[config.mk]
export PLATFORM = sky130hd
export DESIGN_NAME = pair_survivor_top
export DESIGN_NICKNAME = d
export VERILOG_FILES = /design/src/rtl/pair_sel_pkg.sv /design/src/rtl/cmp_sync.sv /design/src/rtl/swap_gen.sv /design/src/rtl/tourney_engine.sv /design/src/rtl/pair_survivor_top.sv
export SDC_FILE = /design/constraint.sdc
export NUM_CORES = 1
export LEC_CHECK = 0
export ABC_AREA = 1
export CAP_MARGIN = 20
export CORE_ASPECT_RATIO = 0.8
export CORE_UTILIZATION = 35
export DETAILED_ROUTE_END_ITERATION = 6
export GPL_ROUTABILITY_DRIVEN = 0
export PLACE_DENSITY = 0.59
export SYNTH_ARGS = -nofsm -noshare
export SYNTH_HDL_FRONTEND = slang
export SYNTH_SLANG_ARGS = --single-unit
[constraint.sdc]
create_clock -name clk_i -period 1.7 [get_ports clk_i]
set_input_delay 0.34 -clock clk_i [delete_from_list [all_inputs] [get_ports clk_i]]
set_output_delay 0.34 -clock clk_i [all_outputs]
set_load 0.005 [all_outputs]
[src/rtl/pair_sel_pkg.sv]
package pair_sel_pkg;
  typedef enum logic [1:0] {
    ST_IDLE = 2'd0,
    ST_PH1  = 2'd1,
    ST_PH2  = 2'd2,
    ST_DONE = 2'd3
  } tour_state_e;
endpackage

[src/rtl/cmp_sync.sv]
module cmp_sync #(
  parameter int STAGES = 2
) (
  input  logic clk_i,
  input  logic rst_ni,
  input  logic d_i,
  output logic q_o
);
  logic [STAGES-1:0] chain_q;

  always_ff @(posedge clk_i or negedge rst_ni) begin
    if (!rst_ni) chain_q <= '0;
    else         chain_q <= {chain_q[STAGES-2:0], d_i};
  end

  assign q_o = chain_q[STAGES-1];
endmodule

[src/rtl/swap_gen.sv]
module swap_gen #(
  parameter int SWAP_DIV = 500
) (
  input  logic clk_i,
  input  logic rst_ni,
  input  logic clr_i,
  input  logic en_i,
  output logic swap_o
);
  localparam int DW = (SWAP_DIV > 1) ? $clog2(SWAP_DIV) : 1;
  localparam logic [DW-1:0] DIV_LAST = DW'(SWAP_DIV - 1);

  logic [DW-1:0] div_q;
  logic          swap_q;

  always_ff @(posedge clk_i or negedge rst_ni) begin
    if (!rst_ni) begin
      div_q  <= '0;
      swap_q <= 1'b0;
    end else if (clr_i || !en_i) begin
      div_q  <= '0;
      swap_q <= 1'b0;
    end else if (div_q == DIV_LAST) begin
      div_q  <= '0;
      swap_q <= ~swap_q;
    end else begin
      div_q  <= div_q + 1'b1;
    end
  end

  assign swap_o = swap_q;
endmodule

[src/rtl/tourney_engine.sv]
module tourney_engine
  import pair_sel_pkg::*;
#(
  parameter int N_PAIRS = 16,
  parameter int PH1_CYC = 75000,
  parameter int PH2_CYC = 75000,
  parameter int CODE_W  = $clog2(N_PAIRS)
) (
  input  logic              clk_i,
  input  logic              rst_ni,
  input  logic              start_i,
  input  logic              cmp_s_i,
  output logic [CODE_W-1:0] sel_a_o,
  output logic [CODE_W-1:0] sel_b_o,
  output logic              rev_b_o,
  output logic              cmp_en_o,
  output logic              active_next_o,
  output logic              done_o,
  output logic [CODE_W-1:0] survivor_o
);
  localparam int CNT_W  = CODE_W + 1;
  localparam int PH_MAX = (PH1_CYC > PH2_CYC) ? PH1_CYC : PH2_CYC;
  localparam int PH_W   = (PH_MAX > 1) ? $clog2(PH_MAX) : 1;
  localparam logic [PH_W-1:0]  P1_LAST  = PH_W'(PH1_CYC - 1);
  localparam logic [PH_W-1:0]  P2_LAST  = PH_W'(PH2_CYC - 1);
  localparam logic [CNT_W-1:0] CAND_END = CNT_W'(N_PAIRS);

  tour_state_e       state_q;
  logic [PH_W-1:0]   ph_cnt_q;
  logic [CNT_W-1:0]  cand_q;
  logic [CODE_W-1:0] sel_a_q, sel_b_q, surv_q;
  logic              lat_q;
  logic              b_loses, ph2_end, last_round;

  assign b_loses    = cmp_s_i ^ lat_q;  // state reversal: B has the larger offset
  assign ph2_end    = (state_q == ST_PH2) && (ph_cnt_q == P2_LAST);
  assign last_round = (cand_q == CAND_END);

  always_ff @(posedge clk_i or negedge rst_ni) begin
    if (!rst_ni) begin
      state_q  <= ST_IDLE;
      ph_cnt_q <= '0;
      cand_q   <= '0;
      sel_a_q  <= '0;
      sel_b_q  <= '0;
      surv_q   <= '0;
      lat_q    <= 1'b0;
    end else if (start_i) begin
      state_q  <= ST_PH1;
      ph_cnt_q <= '0;
      cand_q   <= CNT_W'(2);
      sel_a_q  <= CODE_W'(0);
      sel_b_q  <= CODE_W'(1);
      surv_q   <= '0;
      lat_q    <= 1'b0;
    end else begin
      unique case (state_q)
        ST_PH1: begin
          if (ph_cnt_q == P1_LAST) begin
            lat_q    <= cmp_s_i;
            ph_cnt_q <= '0;
            state_q  <= ST_PH2;
          end else begin
            ph_cnt_q <= ph_cnt_q + 1'b1;
          end
        end
        ST_PH2: begin
          if (ph2_end) begin
            ph_cnt_q <= '0;
            if (last_round) begin
              state_q <= ST_DONE;
              surv_q  <= b_loses ? sel_a_q : sel_b_q;
            end else begin
              if (b_loses) sel_b_q <= cand_q[CODE_W-1:0];
              else         sel_a_q <= cand_q[CODE_W-1:0];
              cand_q  <= cand_q + 1'b1;
              state_q <= ST_PH1;
            end
          end else begin
            ph_cnt_q <= ph_cnt_q + 1'b1;
          end
        end
        default: ;
      endcase
    end
  end

  assign sel_a_o       = sel_a_q;
  assign sel_b_o       = sel_b_q;
  assign rev_b_o       = (state_q == ST_PH2);
  assign cmp_en_o      = (state_q == ST_PH1) || (state_q == ST_PH2);
  assign done_o        = (state_q == ST_DONE);
  assign survivor_o    = surv_q;
  assign active_next_o = start_i || (state_q == ST_PH1) ||
                         ((state_q == ST_PH2) && !(ph2_end && last_round));

  // candidates in the two positions never coincide
  assert_sel_distinct_R1: assert property (@(posedge clk_i) disable iff (!rst_ni)
    cmp_en_o |-> (sel_a_o != sel_b_o));

  // phase one never reverses B
  assert_ph1_normal_R2: assert property (@(posedge clk_i) disable iff (!rst_ni)
    (state_q == ST_PH1) |-> !rev_b_o);

  // a round boundary replaces exactly one position
  assert_one_loser_R3: assert property (@(posedge clk_i) disable iff (!rst_ni)
    ((state_q == ST_PH1) && ($past(state_q) == ST_PH2) && !$past(start_i))
      |-> ($stable(sel_a_o) ^ $stable(sel_b_o)));

  // result frozen until the next start
  assert_done_sticky_R8: assert property (@(posedge clk_i) disable iff (!rst_ni)
    (done_o && !start_i) |=> (done_o && $stable(survivor_o) && $stable(sel_a_o)));
endmodule

[src/rtl/pair_survivor_top.sv]
module pair_survivor_top #(
  parameter int N_BANKS  = 2,
  parameter int N_PAIRS  = 16,
  parameter int PH1_CYC  = 75000,
  parameter int PH2_CYC  = 75000,
  parameter int SWAP_DIV = 500,
  parameter int CODE_W   = $clog2(N_PAIRS)
) (
  input  logic                           clk_i,
  input  logic                           rst_ni,
  input  logic                           start_i,
  input  logic [N_BANKS-1:0]             cmp_i,
  output logic [N_BANKS-1:0][CODE_W-1:0] sel_a_o,
  output logic [N_BANKS-1:0][CODE_W-1:0] sel_b_o,
  output logic [N_BANKS-1:0]             rev_b_o,
  output logic [N_BANKS-1:0]             swap_o,
  output logic [N_BANKS-1:0]             cmp_en_o,
  output logic [N_BANKS-1:0]             done_o,
  output logic [N_BANKS-1:0][CODE_W-1:0] survivor_o,
  output logic                           ref_en_o
);
  logic [N_BANKS-1:0] cmp_s, active_next;
  logic               ref_en_q;

  for (genvar b = 0; b < N_BANKS; b++) begin : g_bank
    cmp_sync #(.STAGES(2)) u_sync (
      .clk_i (clk_i),
      .rst_ni(rst_ni),
      .d_i   (cmp_i[b]),
      .q_o   (cmp_s[b])
    );

    tourney_engine #(
      .N_PAIRS(N_PAIRS),
      .PH1_CYC(PH1_CYC),
      .PH2_CYC(PH2_CYC),
      .CODE_W (CODE_W)
    ) u_engine (
      .clk_i        (clk_i),
      .rst_ni       (rst_ni),
      .start_i      (start_i),
      .cmp_s_i      (cmp_s[b]),
      .sel_a_o      (sel_a_o[b]),
      .sel_b_o      (sel_b_o[b]),
      .rev_b_o      (rev_b_o[b]),
      .cmp_en_o     (cmp_en_o[b]),
      .active_next_o(active_next[b]),
      .done_o       (done_o[b]),
      .survivor_o   (survivor_o[b])
    );

    swap_gen #(.SWAP_DIV(SWAP_DIV)) u_swap (
      .clk_i (clk_i),
      .rst_ni(rst_ni),
      .clr_i (start_i),
      .en_i  (active_next[b]),
      .swap_o(swap_o[b])
    );

    // no swap clocking outside comparisons
    assert_swap_idle_R5: assert property (@(posedge clk_i) disable iff (!rst_ni)
      !cmp_en_o[b] |-> !swap_o[b]);
  end

  // Reference held off until every bank has its survivor
  always_ff @(posedge clk_i or negedge rst_ni) begin
    if (!rst_ni)      ref_en_q <= 1'b0;
    else if (start_i) ref_en_q <= 1'b0;
    else              ref_en_q <= &done_o;
  end

  assign ref_en_o = ref_en_q;

  assert_ref_gate_R6: assert property (@(posedge clk_i) disable iff (!rst_ni)
    ref_en_o |-> (&done_o));
endmodule

Yosys cells after proc, flatten, opt, wreduce, memory -nomap -nowiden
Index checks and enable logic that the tools add are counted.
{"block": "word_totals", "latchBits": 0, "memories": 0, "reg_bits": 99, "rom_bits": 0, "mem_bits_rw": 0, "wordCells": 169}
{"block": "op_classes", "bitwise_logic": 4, "n_mux": 71, "reduce_logical": 47, "magnitude_cmp": 0, "add_sub_neg": 6, "div": 0, "eq_ne": 20, "multipliers": 0, "n_shift": 0}
{"cell": "4-bit 2-to-1 mux", "n": 30}
{"cell": "17-bit 2-to-1 mux", "n": 6}
{"cell": "17-bit one-hot mux with 2 select lines", "n": 2}
{"cell": "5-bit 2-to-1 mux", "n": 8}
{"cell": "9-bit 2-to-1 mux", "n": 4}
{"cell": "17-bit by 1-bit adder with 17-bit output (second input constant)", "n": 2}
{"cell": "17-bit equality test (second input constant)", "n": 2}
{"cell": "2-bit nonzero test", "n": 14}
{"cell": "9-bit by 1-bit adder with 9-bit output (second input constant)", "n": 2}
{"cell": "9-bit equality test (second input constant)", "n": 2}
{"cell": "3-bit AND reduction", "n": 6}
{"cell": "2-bit 2-to-1 mux", "n": 8}
{"cell": "4-bit AND reduction", "n": 4}
{"cell": "1-bit 2-to-1 mux", "n": 11}
{"cell": "5-bit by 1-bit adder with 5-bit output (second input constant)", "n": 2}
{"cell": "5-bit equality test (second input constant)", "n": 2}
{"cell": "2-bit equality test (second input constant)", "n": 4}
{"cell": "1-bit logical OR", "n": 8}
{"cell": "2-bit != test (second input constant)", "n": 4}
{"cell": "2-bit one-hot mux with 2 select lines", "n": 2}
{"cell": "1-bit logical AND", "n": 6}
{"cell": "3-bit by 2-bit != test with 1-bit output (second input constant)", "n": 2}
{"cell": "3-bit != test (second input constant)", "n": 2}
{"cell": "2-bit AND reduction", "n": 3}
{"cell": "other kinds (5)", "n": 12}

Longest topological paths before layout
Gate-level depths: netlist of the first run.
{"block": "logic_depth", "ltp_word": 9, "ltp_mapped": 11}

Hierarchy
Synthesis of the first run repeated with hierarchy kept, for this count alone.
{"block": "unflattened", "hier_cells": 755, "area_unflattened_um2": 5685.5}
{"module": "tourney_engine (g_bank[0].u_engine)", "cells_each": 310, "n_inst": 1, "area_per_inst_um2": 2289.7}
{"module": "tourney_engine (g_bank[1].u_engine)", "cells_each": 302, "n_inst": 1, "area_per_inst_um2": 2194.6}
{"module": "swap_gen", "cells_each": 68, "n_inst": 2, "area_per_inst_um2": 533.0}
{"module": "cmp_sync", "cells_each": 2, "n_inst": 2, "area_per_inst_um2": 50.0}
{"module": "pair_survivor_top", "cells_each": 3, "n_inst": 1, "area_per_inst_um2": 35.0}

Worst setup path after synthesis of the first run
No wires, ideal clock.
{"block": "synth_timing", "path_type": "register to register", "from": "reg g_bank[1].u_engine.state_q[0]", "to": "reg g_bank[1].u_engine.ph_cnt_q[3]", "setup_ps": 126, "setup_slack_ps": 213, "synth_period_minus_slack_ps": 1487, "t_arrival_ps": 1360, "path_buffers": 1, "stages_incl_launch_ff": 8, "required_time_ps": 1574, "path_cell_list": "dfrtp_1 inv_1 ha_1 nor2_1 nand2_2 clkbuf_1 a21oi_1 nor3_1"}
{"block": "synth_via", "elab_chain_cells": 5, "word_cells_on_any_way": 7, "classes_between": "2 x eq/ne; 3 x mux; 2 x reduce/logical"}
{"element": "start: declaration", "line_no": "tourney_engine.sv:28", "text": "tour_state_e state_q;"}
{"element": "start signal: assignment", "line_no": "tourney_engine.sv:41", "text": "state_q <= ST_IDLE;"}
{"element": "start signal: assignment", "line_no": "tourney_engine.sv:49", "text": "state_q <= ST_PH1;"}
{"element": "start signal: assignment", "line_no": "tourney_engine.sv:62", "text": "state_q <= ST_PH2;"}
{"element": "2-bit equality test (*)"}
{"element": "net g_bank[1].u_engine.rev_b_o", "line_no": "tourney_engine.sv:15", "text": "output logic rev_b_o,"}
{"element": "1-bit logical AND", "line_no": "tourney_engine.sv:36", "text": "assign ph2_end = (state_q == ST_PH2) && (ph_cnt_q == P2_LAST);"}
{"element": "17-bit 2-to-1 mux", "line_no": "tourney_engine.sv:68", "text": "if (ph2_end) begin"}
{"element": "17-bit one-hot mux with 2 select lines", "line_no": "tourney_engine.sv:57", "text": "unique case (state_q)"}
{"element": "17-bit 2-to-1 mux", "line_no": "tourney_engine.sv:48", "text": "end else if (start_i) begin"}
{"element": "end signal: assignment", "line_no": "tourney_engine.sv:64", "text": "ph_cnt_q <= ph_cnt_q + 1'b1;"}
{"element": "end signal: assignment", "line_no": "tourney_engine.sv:80", "text": "ph_cnt_q <= ph_cnt_q + 1'b1;"}
{"element": "end: declaration", "line_no": "tourney_engine.sv:29", "text": "logic [PH_W-1:0] ph_cnt_q;"}
The timed path passes the listed nets; every way through them passes the cells marked *.
A chain may end at the register's enable or synchronous reset.

Worst setup path after layout of the first run
{"block": "layout_timing", "from": "reg g_bank[1].u_engine.state_q[1]", "to": "out done_o[1]"}
{"block": "layout_via", "elab_chain_cells": 1}
{"element": "2-bit equality test", "line_no": "tourney_engine.sv:92", "text": "assign done_o = (state_q == ST_DONE);"}
{"element": "end: declaration", "line_no": "pair_survivor_top.sv:18", "text": "output logic [N_BANKS-1:0] done_o,"}
No other way between the ends.

==> flow_summary.yaml, run 1 <==
power_and_ir_drop:
  seq_power_share_pct: 44.4
  leakagePower_nw: 3.36
  power.switching_mw: 1.87
  power.density_mw_per_mm2: 871
  p_int_mw: 4.34
  swShare_pct: 30.1
  combPwrFrac_pct: 23.1
  irDropWorstVdd_v: 0.000480
  clkPwrFrac_pct: 32.6
logic_synthesis:
  netlist_top_cells_count: "nand2_1 (190), dfrtp_1 (99), nor2_1 (97), inv_1 (79), nand3_1 (68)"
  syn-cell-area_mm2: 0.00562
  yosysSeqAreaShare_pct: 44.1
  yosysWarnings: 0
  synth_edf_count: 0
  synth_top_area_share_pct: 44.1
  syn_inst: 739
  synth_fp_nets: 758
  ys_ff_latch: 99
  synthFlopType: "dfrtp_1"
  syn_area_per_cell_um2: 7.60
  yosysMostFrequentCell: "nand2_1"
  synth-async-reset-ratio_pct: 100
  synth_top_area_cell: "dfrtp_1"
  synth_cell_types: 34
  netlist_top_cells_area: "dfrtp_1 (44%), nand2_1 (13%), nor2_1 (6.5%)"
min_path:
  whs_path_depth: 0
  hold_class: "reg2reg"
  hp-start: "g_bank[1].u_sync.chain_q[0]"
worst_setup_path:
  cp_top_family: "buffers and inverters"
  reg2reg_depth: 9
  critical_path.slowest_cell: "dfrtp_1"
  cp-startpoint: "g_bank[1].u_engine.state_q[1]"
  r2r_start: "g_bank[0].u_engine.state_q[1]"
  cp-end-kind: "output port"
  crit_arrival_ns: 1.32
  cp.depth: 3
  cp_num_buf_inv: 2
  cp_max_fo: 2
  cp.required_ns: 1.36
  crit_chain: "buf_4 > ha_4 > dlygate4sd2_1"
  max_stage_delay_ns: 0.40
  path_class: "reg2out"
  startpoint_type: "flop"
layout:
  areaGrowthSynthToFinish_pct: 26.8
  fin_cells: 1061
  fin_area_mm2: 0.00712
  antenna_cells: 0
  nets: 860
  drive_gt1_share_pct: 19.3
cts:
  ctsLongestPathBuffers: 2
  path_clk_slew_ns: 0.07
  insertion_delay_ns: 0.36
  clockRootBuffer: "clkbuf_16"
  cts_made_buffers: 9
  cts_tree: "built"
  cts_sinks: 99
  cts_htree_levels: 3
global_routing:
  grt_use_total_pct: 17.6
  grt.overflow.total: 0
  grt_start_max_net_pins: 36
  antenna_found_initial: 0
  grt_pass1_vias: 4543
  grt_pass1_wl_mm: 22.5
route:
  vias_per_cell: 4.74
  drc: 0
  drt_wl_total_mm: 13.7
  wire_per_inst_um: 12.9
  first_pass_iters: 5
  dr_total_vias: 5034
  ant_nets: 0
  drt_iter0_markers: 375
floorplanning:
  start_util_pct: 35.7
  num_rows: 41
  dieHeight_um: 115
  die_width_um: 144
  ios: 38
  dieArea_mm2: 0.0166
  core_mm2: 0.0157
timing:
  setup_viol: 0
  tightest_slew_ns: 0.499
  fmax_mhz: 601
  min_period_over_period_pct: 97.8
  hold_viol_final: 0
  rsz0062_at_grt: "true"
  finalClockSkew_ns: 0.00735
  finalCriticalPeriod_ns: 1.66
  slew_headroom_pct: 66.7
  finalMaxSlewViolations: 0
flow_run:
  max-cap-violations: 0
run_status:
  outcome: "finished clean"
placed_design:
  dp_hpwl_mm: 9.89
  dp_cells: 1028
  port_buffers: 37
  dpl_cell_area_mm2: 0.00657
-- worst paths after layout --
kind	endpoint	slack, ns
setup / recovery	done_o[1]	0.04
hold / removal	g_bank[1].u_sync.chain_q[1]	0.35
setup reg to reg	g_bank[0].u_engine.ph_cnt_q[9]	0.08
hold reg to reg	g_bank[1].u_sync.chain_q[1]	0.35
max in group asynchronous	g_bank[0].u_engine.ph_cnt_q[0]	0.66
min in group asynchronous	g_bank[1].u_swap.div_q[3]	0.49
-- registers in the layout (all words and copies together), names as in the netlist --
| register | count |
|---|---|
| g_bank.u_engine.lat_q | 2 |
| ref_en_o | 1 |
| g_bank.u_engine.state_q | 4 |
| g_bank.u_swap.swap_o | 2 |
| g_bank.u_swap.div_q | 18 |
| g_bank.u_engine.cand_q | 10 |
| g_bank.u_engine.ph_cnt_q | 34 |
| g_bank.u_engine.sel_a_o | 8 |
| g_bank.u_sync.chain_q | 4 |
| g_bank.u_engine.survivor_o | 8 |
| g_bank.u_engine.sel_b_o | 8 |
-- layer usage --
metal | global-route usage, % | wire, um | vias to the layer above
met5 | 0 | 0 | -
met4 | 5.53 | 145 | 0
met3 | 3.83 | 452 | 8
met2 | 25.9 | 5890 | 83
met1 | 25.6 | 7190 | 2361
li1 | - | - | 2582
-- per-stage QoR --
stage                     hold WS [ns]  util [%]  total power, mW  TNS, ns  setup slack (ns)
after floorplan                 0.0444         -             3.44        0             0.213
after detailed placement         0.337      41.7             4.08   -12.32            -0.314
final                            0.351      45.2             6.21        0            0.0372
after CTS                        0.354      44.5             6.21        0          0.000722
after global routing             0.356      45.2             6.58  -0.0635           -0.0482
after global placement           0.336      41.7             4.07   -10.57            -0.261
-- cell type report --
cell class                 instances  area (um^2)
timing repair buffer             112          956
sequential                        99         2480
tap                              215          269
inverter                          83          319
clock inverter                     5         36.3
fill                            1577         8620
multi-input combinational        536         2810
clock buffer                      11          253
-- cell families (layout without fill, tap and decap cells) --
logic type	Yosys count	count (layout)	synth area share (%)
AOI/OAI and AO/OA	52	52	5.30
xor gates and xnor gates	17	17	2.65
adders and majority gates	14	14	3.12
buffers and inverters	105	211	8.24
DFF	99	99	44.1
and+or+nand+nor	452	453	36.6
-- power groups by stage --
stage	sequential [mW]	combinational, mW	clock (mW)
after floorplan	2.77	0.670	0
after global placement	2.80	1.27	0
after detailed placement	2.80	1.27	0
after CTS	2.76	1.37	2.08
after global routing	2.79	1.62	2.17
final	2.75	1.43	2.02
-- repair_timing --
item,CTS,global route
endpoints found under the setup margin,29,81
gates resized for setup,27,27
setup buffers,11,3
endpoints found under the hold margin,31,0
hold buffers,1,0
cloned,0,2
pin swaps,3,0
-- layout by cell type, fill, tap and decap left out, types with 8 or more instances in the layout --
cell type	count
nor2_1	91
buf_4	71
nor2_2	8
inv_1	77
nand2_1	187
or2_2	10
dfrtp_1	98
nor3_1	11
nand2_2	12
nand3_1	67
a21oi_1	11
nand4_1	45
xor2_1	15
nand2_4	9
ha_1	8
clkdlybuf4s50_1	30
o21ai_1	8
o21ai_0	21
clkbuf_16	9
Note: power is estimated with default switching activity, not from simulation.
==> run 2, diff against run 1 <==
Settings changed: HOLD_SLACK_MARGIN set to 0.06, MAX_ROUTING_LAYER set to met4, PLACE_DENSITY 0.59 to unset.
==> run 2 against run 1 <==
- flip-flop and latch count unchanged
- first-iteration DRC count down 11%
- non-clock buffer count down 17
==> flow_summary.yaml, run 2 (synthesis gave the netlist of run 1 again) <==
run_status:
  outcome: "finished clean"
floorplanning:
  start_util_pct: 35.7
  dieArea_mm2: 0.0166
  core_mm2: 0.0157
  die_width_um: 144
  num_rows: 41
  dieHeight_um: 115
  ios: 38
route:
  drt_wl_total_mm: 13.4
  wire_per_inst_um: 12.9
  drc: 0
  first_pass_iters: 4
  ant_nets: 0
  dr_total_vias: 4965
  drt_iter0_markers: 335
  vias_per_cell: 4.76
timing:
  hold_viol_final: 0
  finalClockSkew_ns: 0.00573
  tightest_slew_ns: 0.385
  slew_headroom_pct: 74.3
  rsz0062_at_grt: "true"
  min_period_over_period_pct: 97.5
  finalCriticalPeriod_ns: 1.66
  finalMaxSlewViolations: 0
  setup_viol: 0
  fmax_mhz: 603
global_routing:
  grt_use_total_pct: 17.9
  antenna_found_initial: 0
  grt_pass1_vias: 4614
  grt_pass1_wl_mm: 22.3
  grt_start_max_net_pins: 41
  grt.overflow.total: 0
power_and_ir_drop:
  seq_power_share_pct: 45.0
  power.density_mw_per_mm2: 874
  combPwrFrac_pct: 21.9
  leakagePower_nw: 3.28
  power.switching_mw: 1.80
  power_mw: 6.14
  irDropWorstVdd_v: 0.000507
  p_int_mw: 4.34
  clkPwrFrac_pct: 33.0
  swShare_pct: 29.3
layout:
  drive_gt1_share_pct: 17.5
  fin_area_mm2: 0.00702
  largest_reg_flops: 34
  nets: 843
  layout_common_cells: "nand2_1 (189), dfrtp_1 (97), nor2_1 (90)"
  fin_util_pct: 44.6
  fin_cells: 1044
  antenna_cells: 0
  areaGrowthSynthToFinish_pct: 25.0
  top_register: "g_bank.u_engine.ph_cnt_q"
  final_common_cell: "nand2_1"
  reg_top3: "g_bank.u_engine.ph_cnt_q x34, g_bank.u_swap.div_q x18, g_bank.u_engine.cand_q x10"
  nFillCells: 1638
cts:
  cts_tree: "built"
  ctsLongestPathBuffers: 2
  cts_sinks: 99
  cts_htree_levels: 3
  path_clk_slew_ns: 0.07
  clockRootBuffer: "clkbuf_16"
  insertion_delay_ns: 0.35
  cts_made_buffers: 9
placed_design:
  dpl_cell_area_mm2: 0.00653
  port_buffers: 37
  dp_cells: 1022
  dp_hpwl_mm: 9.80
worst_setup_path:
  cp-end-kind: "output port"
  cp.required_ns: 1.36
  crit_arrival_ns: 1.32
  path_class: "reg2out"
  startpoint_type: "flop"
  cp_max_fo: 2
min_path:
  hold_class: "reg2reg"
flow_run:
  max-cap-violations: 0
## run 2: critical path, stage by stage (launching register included)
cell and delay (ns):
dfrtp_1 0.39, buf_4 0.15, ha_4 0.17, dlygate4sd2_1 0.26
## run 2: per-layer routing
layer	vias to the layer above	global-route usage, %	part of all wire [%]
li1	2556	-	-
met1	2323	24.8	51
met2	78	25.9	44
met3	8	3.83	3.4
met4	0	5.25	1.1
met5	-	-	0
## run 2: final timing paths
kind	slack, ns	startpoint	to	cells after the start
worst min register to register	0.36	g_bank[0].u_sync.chain_q[0]	g_bank[0].u_sync.chain_q[1]	0
worst max-delay path	0.04	g_bank[0].u_engine.state_q[0]	done_o[0]	3
min in group asynchronous	0.45	rst_ni	g_bank[1].u_swap.div_q[2]	2
worst max register to register	0.10	g_bank[0].u_engine.state_q[0]	g_bank[0].u_engine.ph_cnt_q[14]	9
max in group asynchronous	0.73	rst_ni	g_bank[0].u_engine.state_q[1]	3
worst min-delay path	0.36	g_bank[0].u_sync.chain_q[0]	g_bank[0].u_sync.chain_q[1]	0
## run 2: area by class of cell
cell class	count	area [um^2]	area share [%]
multi-input cells	536	2830	40.3
flip-flops and latches	99	2480	35.3
repair buffers	95	840	12.0
inverters	83	319	4.54
well taps	215	269	3.83
clock buffers	11	233	3.31
clock inverters	5	53.8	0.766
## run 2: power groups by stage
stage               clock network, mW  logic [mW]  registers (mW)
floorplan                           0       0.670            2.77
global placement                    0        1.25            2.79
detailed placement                  0        1.26            2.79
CTS                              2.10        1.29            2.76
global route                     2.19        1.52            2.80
finish                           2.03        1.35            2.76
## run 2: per-stage QoR
stage	worst slack, ns	TNS [ns]	hold WS (ns)
floorplan	0.213	0	0.0444
CTS	-0.0123	-0.0123	0.358
global route	-0.0444	-0.0907	0.370
global placement	-0.368	-19.93	0.284
detailed placement	-0.380	-19.61	0.283
finish	0.0426	0	0.357
## run 2: what timing repair did
action                                 4_1_cts  5_1_grt
endpoints found under the hold margin       22        0
setup endpoints to repair                   18       84
hold buffers                                 1        0
gates cloned                                 0        2
buffers inserted                             3        1
pin swaps                                    0        7
gates resized for setup                     22       38
==> run 3, diff against run 2 <==
Settings changed: ABC_AREA 1 to unset.
==> run 3 against run 2 <==
- the run now ends with DRC, setup timing left
- highest routed layer unchanged
- non-clock buffer count up 95
- wire length up 18%
- clock skew is 0.0035 ns higher
- cell count shrank 13%
- flip-flop and latch count unchanged
- die area fell by 6.2%
- largest power group unchanged
==> flow_summary.yaml, run 3 <==
run_status:
  outcome: "complete, but fails checks"
  violations: "DRC, setup timing"
timing:
  tightest_slew_ns: 0.571
  slew_headroom_pct: 61.9
  min_period_over_period_pct: 108
  hold_ws_ns: 0.00680
  fmax_mhz: 543
  hold_viol_final: 0
  finalWorstSetupSlack_ns: -0.142
  finalClockSkew_ns: 0.00922
  rsz0062_at_grt: "true"
  setup_viol: 54
  finalMaxSlewViolations: 0
  finalCriticalPeriod_ns: 1.84
logic_synthesis:
  synth_top_family_by_area: "simple AND/OR/NAND/NOR gates"
  synth_compound_area_share_pct: 13.2
  synth_top_area_cell: "dfrtp_1"
  yosysMostFrequentCell: "dfrtp_1"
  synth_top_area_share_pct: 47.1
  synth-async-reset-ratio_pct: 100
  synth_xor_area_share_pct: 5.80
  synth_edf_count: 0
  netlist_top_cells_count: "dfrtp_1 (99), nor2_1 (54), a21oi_1 (36), o21ai_0 (35), nand3_1 (33)"
  yosysSeqAreaShare_pct: 47.1
  synthMuxAreaShare_pct: 2.90
  syn_area_per_cell_um2: 9.61
  synthFlopType: "dfrtp_1"
  ys_ff_latch: 99
  yosysWarnings: 0
  yosys.area_share.simple_pct: 23.0
  syn-cell-area_mm2: 0.00526
  netlist_top_cells_area: "dfrtp_1 (47%), nor2_1 (3.9%), a21oi_1 (3.4%)"
  syn_inst: 548
  synth_cell_types: 52
  synth_fp_nets: 567
  synth_fa_ha_area_share_pct: 3.33
route:
  drc: 12
  dr_total_vias: 4971
  wire_per_inst_um: 17.6
  first_pass_iters: 7
  ant_nets: 0
  vias_per_cell: 5.50
  drt_iter0_markers: 289
  drt_wl_total_mm: 15.9
layout:
  reg_top3: "g_bank.u_engine.ph_cnt_q x34, g_bank.u_swap.div_q x18, g_bank.u_engine.cand_q x10"
  final_common_cell: "buf_4"
  top_register: "g_bank.u_engine.ph_cnt_q"
  nFillCells: 1183
  antenna_cells: 0
  drive_gt1_share_pct: 44.3
  largest_reg_flops: 34
  areaGrowthSynthToFinish_pct: 54.8
  layout_common_cells: "buf_4 (118), dfrtp_1 (95), nor2_1 (31), buf_6 (31), clkdlybuf4s50_1 (29)"
  fin_util_pct: 56.2
  fin_cells: 904
  nets: 734
global_routing:
  grt.overflow.total: 0
  grt_pass1_vias: 4810
  grt_use_total_pct: 20.7
  antenna_found_initial: 0
  grt_start_max_net_pins: 100
  grt_pass1_wl_mm: 24.6
cts:
  ctsLongestPathBuffers: 2
  cts_made_buffers: 9
  cts_tree: "built"
  insertion_delay_ns: 0.36
  cts_sinks: 99
  postCtsHoldBufs: 0
  clockRootBuffer: "clkbuf_16"
  cts_htree_levels: 3
  path_clk_slew_ns: 0.07
worst_setup_path:
  cp_max_fo: 3
  critical_path.slowest_cell: "or4_4"
  cp_top_family: "simple AND/OR/NAND/NOR gates"
  cp-end-kind: "flop"
  max_stage_delay_ns: 0.55
  cp.required_ns: 1.99
  cp_num_buf_inv: 1
  crit_chain: "ha_2 > buf_6 > nand2_4 > or4_4 > or3_1 > a21oi_2"
  crit_arrival_ns: 2.13
  path_class: "reg2reg"
  startpoint_type: "flop"
floorplanning:
  dieHeight_um: 112
  die_width_um: 139
  num_rows: 39
  start_util_pct: 36.3
  ios: 38
  dieArea_mm2: 0.0155
  core_mm2: 0.0145
min_path:
  hold_class: "in2async"
placed_design:
  port_buffers: 37
  dp_cells: 852
  dp_hpwl_mm: 9.91
  place_ws_ns: -0.195
power_and_ir_drop:
  irDropWorstVdd_v: 0.000497
  leakagePower_nw: 3.23
  power.density_mw_per_mm2: 603
  power_mw: 4.91
flow_run:
  max-cap-violations: 0
-- run 3: cell count changes after synthesis, sizes merged, moves of 12 or more --
cell,before,now
clkbuf,2,15
a21oi,13,37
mux2i,0,13
nand4,45,25
nand3,69,33
nor2,102,54
nand2,207,30
or3,0,12
xnor2,2,21
inv,83,21
-- run 3: timing repair --
| item | in CTS | in global routing |
|---|---|---|
| pin swaps | 26 | 77 |
| resized for setup | 99 | 131 |
| setup endpoints to repair | 90 | 93 |
| buffers inserted | 16 | 19 |
| cloned | 2 | 1 |
-- run 3: cells by family after synthesis --
| logic type | Yosys count |
|---|---|
| AOI/OAI and AO/OA | 114 |
| xor gates and xnor gates | 34 |
| adders and majority gates | 14 |
| buffers and inverters | 55 |
| DFF | 99 |
| muxes | 15 |
| and+or+nand+nor | 217 |
-- run 3: power by group --
group,internal [mW],switching [mW]
registers,2.38,0.0241
logic,0.148,0.194
clock network,1.23,0.935
-- run 3: worst paths after layout --
check,startpoint,endpoint,slack (ns),depth (start not counted)
worst max register to register,g_bank[1].u_engine.ph_cnt_q[0],g_bank[1].u_engine.ph_cnt_q[16],-0.14,6
worst min register to register,g_bank[1].u_sync.chain_q[0],g_bank[1].u_sync.chain_q[1],0.37,0
worst min-delay path,rst_ni,g_bank[1].u_engine.ph_cnt_q[12],0.007,2
max in group asynchronous,rst_ni,g_bank[1].u_engine.ph_cnt_q[7],1.20,2
min in group clk_i,g_bank[1].u_sync.chain_q[0],g_bank[1].u_sync.chain_q[1],0.37,0
worst max-delay path,g_bank[1].u_engine.ph_cnt_q[0],g_bank[1].u_engine.ph_cnt_q[16],-0.14,6
-- run 3: layout make-up --
| class | instances | area (um^2) | share of cell area (%) |
|---|---|---|---|
| flip-flops and latches | 99 | 2480 | 30.5 |
| inverters | 21 | 82.6 | 1.01 |
| well taps | 184 | 230 | 2.83 |
| repair buffers | 190 | 1680 | 20.6 |
| clock buffers | 11 | 253 | 3.10 |
| clock inverters | 5 | 60.1 | 0.737 |
| multi-input cells | 394 | 3360 | 41.2 |
-- run 3: per-stage QoR --
| stage | instance area (um^2) | TNS, ns |
|---|---|---|
| final | 8150 | -2.60 |
| after global routing | 8150 | -7.31 |
| after CTS | 7490 | -1.50 |
| after detailed placement | 6670 | -6.35 |
| after global placement | 6670 | -3.42 |
| after floorplan | 5380 | -0.899 |
-- run 3: metal layers --
layer	track usage [%]	wire length [um]	part of all wire, %	vias up
met5	-	0	0	-
met4	6.89	203	1.3	0
met3	4.09	683	4.3	19
met2	32.9	8000	50	151
met1	26.4	6990	44	2469
li1	-	-	-	2332
-- run 3: worst register-to-register path: cells and delay by family (launching register included) --
| family | cells | cell delay, ns |
|---|---|---|
| flip-flops | 1 | 0.36 |
| AND/OR/NAND/NOR | 3 | 0.93 |
| adder cells (fa/ha/maj) | 1 | 0.21 |
| AO/OA/AOI/OAI | 1 | 0.16 |
| buffers and inverters | 1 | 0.11 |
